--- src/rtl/rdiv_pkg.sv ---
package rdiv_pkg;
  typedef enum logic {PH_IDLE = 1'b0, PH_RUN = 1'b1} rdiv_phase_e;

  // Bits needed to count from 0 up to n inclusive.
  function automatic int cnt_bits(input int n);
    return $clog2(n + 1);
  endfunction
endpackage

--- src/rtl/rdiv_ctrl.sv ---
module rdiv_ctrl
  import rdiv_pkg::*;
#(
  parameter int N = 8
) (
  input  logic clk,
  input  logic rst_n,
  input  logic start,
  input  logic reject,
  output logic accept,
  output logic launch,
  output logic step_en,
  output logic last_step,
  output logic busy,
  output logic done
);
  localparam int CW = cnt_bits(N);
  localparam logic [CW-1:0] STEPS = CW'(N);

  rdiv_phase_e   phase_q;
  logic [CW-1:0] left_q;

  assign busy      = (phase_q == PH_RUN);
  assign accept    = start && !busy;
  assign launch    = accept && !reject;
  assign step_en   = busy;
  assign last_step = busy && (left_q == CW'(1));

  always_ff @(posedge clk) begin
    if (!rst_n) begin
      phase_q <= PH_IDLE;
      left_q  <= '0;
      done    <= 1'b0;
    end else begin
      done <= 1'b0;
      if (launch) begin
        phase_q <= PH_RUN;
        left_q  <= STEPS;
      end else if (accept) begin
        done <= 1'b1;
      end else if (busy) begin
        left_q <= left_q - CW'(1);
        if (last_step) begin
          phase_q <= PH_IDLE;
          done    <= 1'b1;
        end
      end
    end
  end
endmodule

--- src/rtl/rdiv_step.sv ---
module rdiv_step #(
  parameter int N = 8
) (
  input  logic [N-1:0] part_i,
  input  logic [N-1:0] shreg_i,
  input  logic [N-1:0] dvs_i,
  output logic [N-1:0] part_o,
  output logic [N-1:0] shreg_o,
  output logic         neg_o
);
  localparam int PW = N + 1;

  // Trial subtraction on the widened partial remainder; the top bit is the sign.
  function automatic logic [PW-1:0] trial_sub(input logic [PW-1:0] p, input logic [N-1:0] d);
    return p - {1'b0, d};
  endfunction

  // Explicit restore: add the divisor back to a negative trial.
  function automatic logic [PW-1:0] add_back(input logic [PW-1:0] t, input logic [N-1:0] d);
    return t + {1'b0, d};
  endfunction

  logic [PW-1:0] widened;
  logic [PW-1:0] trial;
  logic [PW-1:0] restored;

  always_comb begin
    widened  = {part_i, shreg_i[N-1]};
    trial    = trial_sub(widened, dvs_i);
    neg_o    = trial[PW-1];
    restored = add_back(trial, dvs_i);
    part_o   = neg_o ? restored[N-1:0] : trial[N-1:0];
    shreg_o  = {shreg_i[N-2:0], ~neg_o};
  end
endmodule

--- src/rtl/rdiv_top.sv ---
module rdiv_top #(
  parameter int N = 8
) (
  input  logic           clk,
  input  logic           rst_n,
  input  logic           start_i,
  input  logic [2*N-1:0] dividend_i,
  input  logic [N-1:0]   divisor_i,
  output logic           busy_o,
  output logic           done_o,
  output logic [N-1:0]   quotient_o,
  output logic [N-1:0]   remainder_o,
  output logic           error_o
);
  // Rejected when the divisor is zero or the quotient cannot fit in N bits.
  function automatic logic is_rejected(input logic [N-1:0] hi, input logic [N-1:0] d);
    return (d == '0) || (hi >= d);
  endfunction

  logic [N-1:0] part_q, shreg_q, dvs_q;
  logic         err_q;
  logic [N-1:0] part_n, shreg_n;
  logic         trial_neg;
  logic         accept, launch, step_en, last_step, reject;

  assign reject = is_rejected(dividend_i[2*N-1:N], divisor_i);

  rdiv_ctrl #(.N(N)) ctrl_i (
    .clk       (clk),
    .rst_n     (rst_n),
    .start     (start_i),
    .reject    (reject),
    .accept    (accept),
    .launch    (launch),
    .step_en   (step_en),
    .last_step (last_step),
    .busy      (busy_o),
    .done      (done_o)
  );

  rdiv_step #(.N(N)) step_i (
    .part_i  (part_q),
    .shreg_i (shreg_q),
    .dvs_i   (dvs_q),
    .part_o  (part_n),
    .shreg_o (shreg_n),
    .neg_o   (trial_neg)
  );

  always_ff @(posedge clk) begin
    if (!rst_n) begin
      part_q  <= '0;
      shreg_q <= '0;
      dvs_q   <= '0;
      err_q   <= 1'b0;
    end else if (launch) begin
      part_q  <= dividend_i[2*N-1:N];
      shreg_q <= dividend_i[N-1:0];
      dvs_q   <= divisor_i;
      err_q   <= 1'b0;
    end else if (accept) begin
      part_q  <= '0;
      shreg_q <= '1;
      dvs_q   <= divisor_i;
      err_q   <= 1'b1;
    end else if (step_en) begin
      part_q  <= part_n;
      shreg_q <= shreg_n;
    end
  end

  assign quotient_o  = shreg_q;
  assign remainder_o = part_q;
  assign error_o     = err_q;
endmodule

--- config.mk ---
export PLATFORM = sky130hd
export DESIGN_NAME = rdiv_top
export DESIGN_NICKNAME = d
export VERILOG_FILES = /design/src/rtl/rdiv_pkg.sv /design/src/rtl/rdiv_ctrl.sv /design/src/rtl/rdiv_step.sv /design/src/rtl/rdiv_top.sv
export SDC_FILE = /design/constraint.sdc
export NUM_CORES = 1
export LEC_CHECK = 0
export BUFFER_PORTS_ARGS = -buffer_cell sky130_fd_sc_hd__buf_2
export CORE_MARGIN = 2
export CORE_UTILIZATION = 35
export CTS_BUF_LIST = sky130_fd_sc_hd__clkbuf_2
export CTS_CLUSTER_DIAMETER = 30
export DETAILED_ROUTE_END_ITERATION = 12
export PLACE_DENSITY = 0.56
export SETUP_SLACK_MARGIN = 0.2
export SYNTH_ARGS = -nofsm -noshare
export SYNTH_HDL_FRONTEND = slang
export SYNTH_SLANG_ARGS = --single-unit
--- constraint.sdc ---
create_clock -name clk -period 3.53 [get_ports clk]
set_input_delay 0.706 -clock clk [delete_from_list [all_inputs] [get_ports clk]]
set_output_delay 0.706 -clock clk [all_outputs]
set_load 0.005 [all_outputs]
==> impl_metrics.ini <==
[clocking]
cts_root_buf = clkbuf_2
clockBufferDepth = 2
cts_buffers = 5
htreeDepth = 2
cts_sinks = 31
clk_latency_ns = 0.37
tritoncts = built
clk_pin_slew_worst_paths_ns = 0.19
cts-hold-fix-buffers = 0

[worst_setup_path]
worstPathRequired_ns = 3.80
critPathSlowestCell = fa_2
worst_ep_arrival_time_ns = 3.32
reg2reg_depth = 12
critical-path-max-stage-delay_ns = 0.43
cp-start-kind = register
rrSetupSlack_ns = 0.48
cp_common_cell = ha_1
path_cells = ha_1, inv_1, fa_2, a21oi_4, o21bai_1, xor2_1, ha_1, nand4_1, a2111o_1, o211ai_1, a211oi_1, a211o_1
crit_path_max_fanout = 5
timing.rr.start = dvs_q[0]
reg2reg_to = remainder_o[7]
endpoint_kind = register
critical_path_class = reg -> reg

[route]
drt_iter0_drc = 90
detail_route.first_pass.iterations = 4
vias = 2165
wire_per_inst_microns = 14.8
routed_wirelength_microns = 6040
route.detailed.drc = 0
routed_via_density = 5.29
antenna_left = 0

[sta]
fmax_mhz = 328
slew_headroom = 0.511
rsz0062_at_grt = no
slew_violations = 0
fin_skew_ns = 0.0226
setup_viol = 0
layout_setup_ws_ns = 0.478
worst_slew_pin_slew_ns = 0.733
tns_ns = 0
timing.final.crit_share = 0.865
hold_viol_final = 0
period_needed_ns = 3.05

[synthesis]
synth_most_common_cell = nor2_1
synth_area_leaders = dfxtp_1 (27%), ha_1 (13%), a21oi_1 (6.9%)
syn_area_sq_um = 2320
yosys_warnings = 0
ys_top_cells_by_count = nor2_1 (37), a21oi_1 (32), dfxtp_1 (31)
synth_edf_count = 0
ys_ff_latch = 31
syn_nets = 344
ys_seq_area_frac = 0.268
syn_area_per_cell_sq_um = 7.96
synth_top_area_cell = dfxtp_1
yosysTopAreaCellShare = 0.268
postSynth.asyncResetShare = 0
netlist_instances = 291
yosys_most_used_dff = dfxtp_1
yosysUniqueCellTypes = 52

[placed_design]
dp_cells = 401
gp_congestion = 0.816
portBuffers = 45
preCtsSetupSlack_ns = 0.395
dpl.hpwl_microns = 4690

[floorplan]
core-area_sq_um = 6390
dieHeight_microns = 85.3
num_rows = 29
initial_utilization = 0.363
die_w_microns = 85.3
dieArea_sq_um = 7280
ios = 46

[hold_path]
hp-class = reg -> reg
hold-path-cell-count = 2
min_to = error_o
hold_start = error_o

[grt]
grt_remaining_overflow = 0
antenna_found_initial = 0
grt_max_degree = 38
grt_pass1_wl_microns = 10100
grt_usage = 0.175
grt_pass1_vias = 2105

[power]
power_density_nw_per_um2 = 534
irDropWorstVdd_mv = 0.312
p_leak_nw = 1.20

[run]
maxCapViolations = 0

[finish]
syn2layout_area_growth_pct = 13.6
final_core_util = 0.412
antenna_cells = 0
nets = 384
fin_cells = 409
drive_above_1_share = 0.196
fillCellCount = 699

[outcome]
status = completed
==> critical path: cells and delay by family, from the launching register on <==
| kind | cells | cell delay (ns) |
|---|---|---|
| AO/OA/AOI/OAI | 6 | 1.20 |
| flip-flops | 1 | 0.40 |
| buffers and inverters | 1 | 0.09 |
| adder cells (fa/ha/maj) | 3 | 0.97 |
| XOR/XNOR | 1 | 0.16 |
| AND/OR/NAND/NOR | 1 | 0.14 |
==> per-layer routing <==
layer / GRT usage / share of wire
met5: 0 / 0
met4: 0.0447 / 0.012
met1: 0.230 / 0.48
met3: 0.0370 / 0.059
met2: 0.293 / 0.45
==> power by group <==
group	internal (mW)	switching [mW]	total [mW]
sequential	0.394	0.0479	0.442
clock	0.0471	0.132	0.179
combinational	0.345	0.439	0.783
==> cell families (layout without fill, tap and decap cells) <==
group	Yosys count	after routing	synth area share
adders and majority gates	26	26	0.147
muxes	8	8	0.0351
buffers and inverters	39	80	0.0686
and+or+nand+nor	96	96	0.188
DFF	31	31	0.268
xor gates and xnor gates	14	14	0.0610
AOI/OAI and AO/OA	77	77	0.232
==> flip-flops by register name, indices dropped and copies added, names as in the netlist <==
signal and flops:
ctrl_i.busy 1, error_o 1, ctrl_i.left_q 4, quotient_o 8
ctrl_i.done 1, remainder_o 8, dvs_q 8
==> how the worst max path moves through the flow <==
stage | start | end | cells past startpoint
finish | dvs_q[0] | remainder_o[7] | 12
global route | dvs_q[1] | remainder_o[7] | 13
CTS | dvs_q[0] | remainder_o[7] | 12
detailed placement | dvs_q[0] | remainder_o[7] | 12
global placement | dvs_q[0] | remainder_o[7] | 12
floorplan | quotient_o[7] | remainder_o[7] | 13
==> stage by stage <==
stage / hold WS (ns) / instance area, sq um / power, mW
after detailed placement: 0.458 / 2580 / 1.23
after CTS: 0.499 / 2630 / 1.42
after floorplan: 0.454 / 2320 / 1.05
final: 0.494 / 2630 / 1.40
after global routing: 0.517 / 2630 / 1.53
after global placement: 0.457 / 2580 / 1.23
==> placed cells by master, fill, tap and decap left out, drive strengths merged, types with 3 or more instances in the layout <==
cell     n
a311oi   3
clkbuf   5
a211oi   4
nor3    10
o22ai    3
nand3    4
o21ai    6
nor2b    4
a21o     3
a22oi    3
o211ai   3
nor4     3
mux2i    7
dfxtp   31
nor2    37
ha      24
xnor2   10
buf     46
inv     26
a21oi   35
xor2     4
a211o    3
nand2   27
==> repair_timing <==
item                       in CTS  in global routing
setup buffers                   0                  0
resized for setup               0                  1
setup endpoints to repair       0                  1
==> final cells by class <==
class	count	area (sq um)	share of cell area
multi-input cells	221	1540	0.585
flip-flops and latches	31	621	0.236
repair buffers	46	233	0.0884
inverters	26	97.6	0.0371
well taps	77	96.3	0.0366
clock buffers	5	25.0	0.00951
clock inverters	3	20.0	0.00761
(Power assumes the default switching activity.)
